--- config.mk ---
export PLATFORM = sky130hd
export DESIGN_NAME = adc_seq_ctrl
export DESIGN_NICKNAME = d
export VERILOG_FILES = /design/src/rtl/adc_seq_pkg.sv /design/src/rtl/adc_seq_dp.sv /design/src/rtl/adc_seq_ctl.sv /design/src/rtl/adc_seq_ctrl.sv
export SDC_FILE = /design/constraint.sdc
export NUM_CORES = 1
export LEC_CHECK = 0
export CAP_MARGIN = 20
export CORE_UTILIZATION = 32
export DETAILED_ROUTE_END_ITERATION = 6
export GPL_ROUTABILITY_DRIVEN = 0
export REMOVE_ABC_BUFFERS = 1
export SYNTH_ARGS = -nofsm -noshare
export SYNTH_HDL_FRONTEND = slang
export SYNTH_SLANG_ARGS = --single-unit
--- constraint.sdc ---
create_clock -name clk -period 25.5 [get_ports clk]
set_input_delay 3.825 -clock clk [delete_from_list [all_inputs] [get_ports clk]]
set_output_delay 3.825 -clock clk [all_outputs]
set_load 0.03 [all_outputs]
--- src/rtl/adc_seq_pkg.sv ---
package adc_seq_pkg;
  localparam int SEQ_COUNT = 4;
  localparam int SEL_W = 4;
  localparam logic [SEL_W-1:0] TRIG_CODE = 4'd5;
  localparam logic [31:0] NOISE_MULT = 32'd314159;
  localparam int NOISE_LSB = 16;
  localparam int NOISE_BITS = 3;
  localparam int SAMPLE_BASE = 'h200;

  localparam logic [7:0] ADDR_ENABLE = 8'h00;
  localparam logic [7:0] ADDR_RAW = 8'h04;
  localparam logic [7:0] ADDR_MASK = 8'h08;
  localparam logic [7:0] ADDR_CLR = 8'h0C;
  localparam logic [7:0] ADDR_OVF = 8'h10;
  localparam logic [7:0] ADDR_UDF = 8'h14;
  localparam logic [7:0] ADDR_SEL = 8'h18;
  localparam logic [3:0] FIFO_PAGE = 4'h2;

  typedef struct packed {
    logic [SEQ_COUNT-1:0] push;
    logic [SEQ_COUNT-1:0] pop;
  } seqStrobe_t;
endpackage

--- src/rtl/adc_seq_dp.sv ---
module adc_seq_dp
  import adc_seq_pkg::*;
#(
  parameter int DEPTH = 16,
  parameter int SAMPLE_W = 12
) (
  input  logic clk,
  input  logic rstN,
  input  seqStrobe_t strobe,
  output logic [SEQ_COUNT-1:0] fullVec,
  output logic [SEQ_COUNT-1:0] emptyVec,
  output logic [SEQ_COUNT-1:0][SAMPLE_W-1:0] fifoData
);
  localparam int PW = $clog2(DEPTH);
  localparam int CW = PW + 1;

  logic [31:0] noiseState;
  logic [31:0] chain [SEQ_COUNT+1];
  logic [SAMPLE_W-1:0] sample [SEQ_COUNT];

  always_comb begin
    chain[0] = noiseState;
    for (int n = 0; n < SEQ_COUNT; n++) begin
      chain[n+1] = strobe.push[n] ? (chain[n] * NOISE_MULT + 32'd1) : chain[n];
      sample[n] = SAMPLE_W'(SAMPLE_BASE) +
                  SAMPLE_W'(chain[n+1][NOISE_LSB +: NOISE_BITS]);
    end
  end

  always_ff @(posedge clk) begin
    if (!rstN) noiseState <= 32'd0;
    else       noiseState <= chain[SEQ_COUNT];
  end

  for (genvar n = 0; n < SEQ_COUNT; n++) begin : g_seq
    logic [SAMPLE_W-1:0] store [DEPTH];
    logic [PW-1:0] headP, tailP;
    logic [CW-1:0] count;
    logic [SAMPLE_W-1:0] lastOut;
    logic doPush, doPop;

    assign fullVec[n]  = (count == CW'(DEPTH));
    assign emptyVec[n] = (count == '0);
    assign doPush = strobe.push[n] && !fullVec[n];
    assign doPop  = strobe.pop[n] && !emptyVec[n];
    assign fifoData[n] = emptyVec[n] ? lastOut : store[tailP];

    always_ff @(posedge clk) begin
      if (doPush) store[headP] <= sample[n];
    end

    always_ff @(posedge clk) begin
      if (!rstN) begin
        headP <= '0;
        tailP <= '0;
        count <= '0;
        lastOut <= '0;
      end else begin
        if (doPush) headP <= headP + 1'b1;
        if (doPop) begin
          tailP <= tailP + 1'b1;
          lastOut <= store[tailP];
        end
        count <= count + CW'(doPush) - CW'(doPop);
      end
    end


    full_hold_chk: assert property (@(posedge clk) disable iff (!rstN)
      (fullVec[n] && strobe.push[n] && !strobe.pop[n]) |=> fullVec[n]);


    empty_pop_chk: assert property (@(posedge clk) disable iff (!rstN)
      (emptyVec[n] && strobe.pop[n] && !strobe.push[n]) |=>
        (emptyVec[n] && $stable(fifoData[n])));
  end
endmodule

--- src/rtl/adc_seq_ctl.sv ---
module adc_seq_ctl
  import adc_seq_pkg::*;
#(
  parameter int SAMPLE_W = 12
) (
  input  logic clk,
  input  logic rstN,
  input  logic busSel,
  input  logic busWr,
  input  logic [7:0] busAddr,
  input  logic [31:0] busWdata,
  output logic [31:0] busRdata,
  input  logic trigIn,
  input  logic [SEQ_COUNT-1:0] fullVec,
  input  logic [SEQ_COUNT-1:0] emptyVec,
  input  logic [SEQ_COUNT-1:0][SAMPLE_W-1:0] fifoData,
  output seqStrobe_t strobe,
  output logic [SEQ_COUNT-1:0] irq
);
  localparam int IDX_W = $clog2(SEQ_COUNT);

  logic [SEQ_COUNT-1:0] enReg, maskReg, rawStat, ovfFlag, udfFlag, hitVec;
  logic [SEL_W*SEQ_COUNT-1:0] selReg;
  logic wrEn, rdEn, fifoHit;
  logic [IDX_W-1:0] fifoIdx;
  logic [SEQ_COUNT-1:0] clrRaw, clrOvf, clrUdf;

  assign wrEn = busSel && busWr;
  assign rdEn = busSel && !busWr;
  assign fifoHit = (busAddr[7:4] == FIFO_PAGE);
  assign fifoIdx = busAddr[2 +: IDX_W];

  for (genvar n = 0; n < SEQ_COUNT; n++) begin : g_hit
    assign hitVec[n] = enReg[n] && (selReg[SEL_W*n +: SEL_W] == TRIG_CODE);
  end

  assign strobe.push = trigIn ? hitVec : '0;
  assign strobe.pop  = (rdEn && fifoHit) ? (SEQ_COUNT'(1) << fifoIdx) : '0;

  assign clrRaw = (wrEn && busAddr == ADDR_CLR) ? busWdata[SEQ_COUNT-1:0] : '0;
  assign clrOvf = (wrEn && busAddr == ADDR_OVF) ? busWdata[SEQ_COUNT-1:0] : '0;
  assign clrUdf = (wrEn && busAddr == ADDR_UDF) ? busWdata[SEQ_COUNT-1:0] : '0;

  always_ff @(posedge clk) begin
    if (!rstN) begin
      enReg <= '0;
      maskReg <= '0;
      selReg <= '0;
      rawStat <= '0;
      ovfFlag <= '0;
      udfFlag <= '0;
    end else begin
      if (wrEn && busAddr == ADDR_ENABLE) enReg <= busWdata[SEQ_COUNT-1:0];
      if (wrEn && busAddr == ADDR_MASK) maskReg <= busWdata[SEQ_COUNT-1:0];
      if (wrEn && busAddr == ADDR_SEL) selReg <= busWdata[SEL_W*SEQ_COUNT-1:0];
      rawStat <= (rawStat & ~clrRaw) | strobe.push;
      ovfFlag <= (ovfFlag & ~clrOvf) | (strobe.push & fullVec);
      udfFlag <= (udfFlag & ~clrUdf) | (strobe.pop & emptyVec);
    end
  end

  assign irq = rawStat & maskReg;

  always_comb begin
    busRdata = '0;
    if (fifoHit) busRdata = 32'(fifoData[fifoIdx]);
    else begin
      case (busAddr)
        ADDR_ENABLE: busRdata = 32'(enReg);
        ADDR_RAW:    busRdata = 32'(rawStat);
        ADDR_MASK:   busRdata = 32'(maskReg);
        ADDR_CLR:    busRdata = 32'(rawStat & maskReg);
        ADDR_OVF:    busRdata = 32'(ovfFlag);
        ADDR_UDF:    busRdata = 32'(udfFlag);
        ADDR_SEL:    busRdata = 32'(selReg);
        default:     busRdata = '0;
      endcase
    end
  end


  trig_sets_raw_chk: assert property (@(posedge clk) disable iff (!rstN)
    (trigIn && |hitVec) |=> ((rawStat & $past(hitVec)) == $past(hitVec)));


  ovf_on_full_push_chk: assert property (@(posedge clk) disable iff (!rstN)
    (|(strobe.push & fullVec)) |=>
      ((ovfFlag & $past(strobe.push & fullVec)) == $past(strobe.push & fullVec)));
endmodule

--- src/rtl/adc_seq_ctrl.sv ---
module adc_seq_ctrl
  import adc_seq_pkg::*;
#(
  parameter int FIFO_DEPTH = 16,
  parameter int SAMPLE_W = 12
) (
  input  logic clk,
  input  logic rstN,
  input  logic busSel,
  input  logic busWr,
  input  logic [7:0] busAddr,
  input  logic [31:0] busWdata,
  output logic [31:0] busRdata,
  input  logic trigIn,
  output logic [SEQ_COUNT-1:0] irq
);
  seqStrobe_t strobe;
  logic [SEQ_COUNT-1:0] fullVec, emptyVec;
  logic [SEQ_COUNT-1:0][SAMPLE_W-1:0] fifoData;

  adc_seq_ctl #(.SAMPLE_W(SAMPLE_W)) u_ctl (
    .clk(clk), .rstN(rstN), .busSel(busSel), .busWr(busWr),
    .busAddr(busAddr), .busWdata(busWdata), .busRdata(busRdata),
    .trigIn(trigIn), .fullVec(fullVec), .emptyVec(emptyVec),
    .fifoData(fifoData), .strobe(strobe), .irq(irq)
  );

  adc_seq_dp #(.DEPTH(FIFO_DEPTH), .SAMPLE_W(SAMPLE_W)) u_dp (
    .clk(clk), .rstN(rstN), .strobe(strobe),
    .fullVec(fullVec), .emptyVec(emptyVec), .fifoData(fifoData)
  );
endmodule

# Yosys cells after proc, flatten, opt, wreduce, memory -nomap -nowiden
# Memories as Yosys holds them, arrays and structs flattened. A register that Yosys moved wholly into a read port is not among the register bits.
# Cells that the tools add are included.
# word_totals
reg_bits,168
ramBits,704
wordCells,153
n_memories,4
# classes
n_addsub,24
multipliers,4
magnitude_cmp,1
n_eq_ne,15
shifts,1
n_mux,33
n_bitwise,13
reduce_logical,35
# mem_list
memory,depth,word_bits,read_ports,rd_clocked_by_memory_dff,wr,line,rtl
u_dp.g_seq[0].store,16,11,1,1,1,adc_seq_dp.sv:36,logic [SAMPLE_W-1:0] store [DEPTH];
u_dp.g_seq[1].store,16,11,1,1,1,adc_seq_dp.sv:36,
u_dp.g_seq[2].store,16,11,1,1,1,adc_seq_dp.sv:36,
u_dp.g_seq[3].store,16,11,1,1,1,adc_seq_dp.sv:36,
# ops
cell,n
32-bit one-hot mux with 7 select lines,1
32-bit 2-to-1 mux,5
"32-bit by 1-bit adder with 32-bit output, second input constant",4
"32-bit by 19-bit multiplier with 32-bit output, second input constant",4
12-bit 2-to-1 mux,5
4-bit 2-to-1 mux,13
"10-bit by 3-bit adder with 11-bit output, first input constant",4
"4-bit by 1-bit adder with 4-bit output, second input constant",8
4-bit bitwise AND,7
12-bit binary-select mux with 2-bit select,1
"8-bit by 5-bit equality test with 1-bit output, second input constant",3
1-bit logical AND,21
5-bit by 1-bit adder with 5-bit output,4
"5-bit equality test, second input constant",4
5-bit zero test,4
5-bit by 1-bit subtractor with 5-bit output,4
"4-bit by 3-bit equality test with 1-bit output, second input constant",4
"8-bit by 4-bit equality test with 1-bit output, second input constant",2
4-bit NOT,3
4-bit OR,3
1-bit zero test,9
"8-bit by 3-bit equality test with 1-bit output, second input constant",1
8-bit zero test,1
1-bit 2-to-1 mux,8
3 further kinds,3

# Longest topological paths before layout
# depth
ltp_word,14
ltp_mapped,76
depth_no_buf,76

# Cells and area by module
# A second synthesis with hierarchy kept.
# unflattened
hier_cells,2690
area_unflattened_um2,29407.0
# by_module_without_submodules
mod,instances,cells_each,area_each_um2,seq_area_each_um2
adc_seq_dp,1,2427,27008.4,7827.5
adc_seq_ctl,1,263,2398.6,720.7

# Worst setup path after synthesis
# No wires, ideal clock.
# synth_path
path_kind,in2reg
start,input trigIn
end,memory u_dp.g_seq[3].store[0][2] (netlist bit) (data pin)
setup_time_ps,281
arrival_time_ps,19656
required_time_ps,25219
setup_slack_ps,5563
cell_stages,62
n_path_buf,2
path_cell_list,buf_2 -> nand2_2 -> nor2_8 -> clkbuf_1 -> o21ai_0 -> inv_1 -> fa_1 -> inv_1 -> ha_1 -> fa_1 -> ha_1 -> ha_1 -> fa_1 -> ha_1 -> and2_1 -> a311o_1 -> a21oi_1 -> o21bai_1 -> [26 not listed] -> ha_1 -> inv_1 -> fa_1 -> fa_1 -> fa_1 -> fa_1 -> xor2_1 -> xnor2_1 -> xnor2_1 -> xnor2_1 -> xnor3_1 -> xnor2_1 -> xnor2_1 -> xnor2_1 -> xnor2_1 -> xnor2_1 -> o211ai_1 -> nor2b_1
# synth_rtl
item,line,rtl
"start, declared",adc_seq_ctrl.sv:14,"input logic trigIn,"
"end, declared",adc_seq_dp.sv:36,

==> flow_summary.ini <==
[status]
status = finished clean

[placed_design]
dp_cells = 3853
numPortBuffers = 48
hpwl_um = 50600
place_ws_ns = 3.28

[yosys]
synth_simple_gate_area_frac = 0.0808
synthArstFlopShare = 0
syn_area_mm2 = 0.0286
yosysWarnings = 0
synth-main-ff-cell = edfxtp_1
synthXorXnorAreaFrac = 0.0560
yosys-mux-area-fraction = 0.0670
synth_compound_area_frac = 0.0656
synthAdderAreaFrac = 0.345
synth_cell_types = 84
ys_seq_area_frac = 0.299
synth.avg_cell_area_um2 = 10.7
synth_top_family_by_area = adder cells
synth_edf_count = 192
synth-seq-cells = 331
syn_inst = 2663

[clock_tree]
clk_latency_ns = 0.54
cts_buffer_depth = 3
cts_num_sinks = 331
root_buffer = clkbuf_16
cts_setup_buffers = 0
cts_inserted_buffers = 36
cts_tree = done
ctsResizeCount = 0
clk_pin_slew_worst_paths_ns = 0.06
ctsHoldBuffers = 0
htree_levels = 2

[route]
vias_per_cell = 4.59
drt_wl_total_um = 62700
drtAntennaViolNets = 0
wl_per_cell_um = 16.0
drt-pass1-iter-count = 5
drt_iter0_drc = 1002
vias = 17995
drc = 0

[grt]
grt_usage = 0.142
grt_max_degree = 62
grt_pass1_wl_um = 102000
overflow = 0
first_global_vias = 18625
antenna_found_initial = 2

[worst_setup_path]
cp_max_fo = 25
crit_buf_inv = 12
arrival_ns = 21.11
critPathLaunchType = input pin
crit_type = input pin to register
required_ns = 25.77
endpoint_kind = register
crit_family = adder cells
cpPeakStageDelay_ns = 0.66
cp_slowest_cell = clkdlybuf4s50_1
crit_path_frequent_cell = fa_1

[power]
max-vdd-ir-drop_mv = 0.0563
leakage_nw = 14.4
p_per_area_mw_per_mm2 = 34.4

[floorplan]
core-area_mm2 = 0.0884
ios = 81
num_rows = 109
dieArea_mm2 = 0.0905
die_w_um = 301
start_util = 0.323
die_h_um = 301

[run]
drv_cap = 0

[sta]
finalCritPeriodShare = 0.818
tightest_slew_ns = 1.05
final_hold_viol_count = 0
setup_viol = 0
finalSetupTns_ns = 0
relSlewSlack = 0.299
finClkSkew_ns = 0.0138
rsz0062_at_grt = false
setup_slack_ns = 4.65
min_period_ns = 20.85
slew_viol_final = 0
fmax_ghz = 0.0480

[worst_hold_path]
hp-class = register to register

[layout]
fin_nets = 3403
layout_commonest_cell = inv_1
layout_common_cells = inv_1 (559), ha_1 (363), fa_1 (266), nor2_1 (228), edfxtp_1 (192)
drive_gt1_frac = 0.0697
antenna_cells = 0
area_growth_pct = 10.9
layout.cells.non_filler = 3920
-- synthesized netlist by cell type (all sizes together), types with 6 or more instances --
cell type,number,area share
a211oi,19,0.0053
a21o,19,0.0051
a21oi,107,0.019
a22oi,6,0.0016
a31oi,9,0.0025
and2,26,0.0057
and3,9,0.0020
buf,29,0.0066
clkbuf,42,0.0055
dfxtp,139,0.097
edfxtp,192,0.20
fa,266,0.19
ha,363,0.16
inv,561,0.074
mux2i,54,0.019
mux4,61,0.048
nand2,119,0.016
nand2b,15,0.0033
nand3,11,0.0021
nand4,11,0.0024
nor2,229,0.031
nor2b,11,0.0024
nor3,37,0.0072
o211ai,6,0.0018
o21a,14,0.0037
o21ai,39,0.0068
o21bai,12,0.0033
o22ai,14,0.0031
or2,8,0.0018
or3,9,0.0021
xnor2,115,0.037
xor2,50,0.015
-- sequential cells by signal, indices dropped and copies added (netlist names), named ones only --
signal and count:
u_ctl.enReg 4, u_dp.g_seq.store 192, u_dp.g_seq.tailP 16, u_dp.g_seq.lastOut 16, u_dp.g_seq.headP 16, u_ctl.ovfFlag 4, u_ctl.rawStat 4, u_dp.g_seq.count 20
u_ctl.selReg 16, u_dp.noiseState 19, u_ctl.maskReg 4, u_ctl.udfFlag 4
-- logic make-up after synthesis --
logic type / Yosys count
fa+ha+maj: 629
buf+inv: 633
compound gates: 282
simple gates: 502
xor+xnor: 170
mux: 115
flops: 331
other cells: 1
-- metal layers --
metal,global-route usage,vias up,part of all wire
met5,0,-,0.00011
met4,0.0299,2,0.018
met3,0.0210,72,0.038
met2,0.240,270,0.48
met1,0.193,8811,0.47
li1,-,8840,-
-- worst min-delay path, delay by kind of cell (launching register included) --
kind,cells,cell delay [ns]
DFF,1,0.31
and+or+nand+nor,1,0.05
AOI/OAI and AO/OA,1,0.05
-- final cells by class --
type                       instances  area [µm²]
inverter                         562        2110
fill                            8800       56700
tap                             1165        1460
multi-input combinational       1714       17600
timing repair buffer              84         752
sequential                       331        8550
clock buffer                      50        1040
clock inverter                    14         130
-- final timing paths --
check	start	to	slack, ns	cells past startpoint
setup / recovery	trigIn	u_dp.g_seq[3].store[8][2]$_DFFE_PP_	4.65	61
hold / removal	u_ctl.selReg[8]$_SDFFE_PN0P_	u_ctl.selReg[8]$_SDFFE_PN0P_	0.46	2
setup reg to reg	u_dp.noiseState[5]$_SDFF_PN0_	u_dp.g_seq[3].store[8][2]$_DFFE_PP_	4.88	72
hold reg to reg	u_ctl.selReg[8]$_SDFFE_PN0P_	u_ctl.selReg[8]$_SDFFE_PN0P_	0.46	2
-- through the flow --
step | hold WS [ns] | power [W] | util | area (µm²)
4_1_cts | 0.466 | 0.00110 | 0.358 | 31700
3_5_place_dp | 0.458 | 0.000587 | 0.345 | 30500
2_1_floorplan | 0.440 | 0.000578 | - | 28300
3_3_place_gp | 0.449 | 0.000587 | 0.345 | 30500
6_report | 0.462 | 0.00109 | 0.358 | 31700
5_1_grt | 0.496 | 0.00113 | 0.358 | 31700
-- report_power, final --
| group | internal (W) | leakage (nW) | switching, W |
|---|---|---|---|
| Combinational | 0.00000500 | 11.1 | 0.0000113 |
| Clock | 0.000305 | 0.572 | 0.000210 |
| Sequential | 0.000559 | 2.81 | 0.0000000394 |
| Total | 0.000869 | 14.4 | 0.000221 |
(Power assumes the default switching activity.)
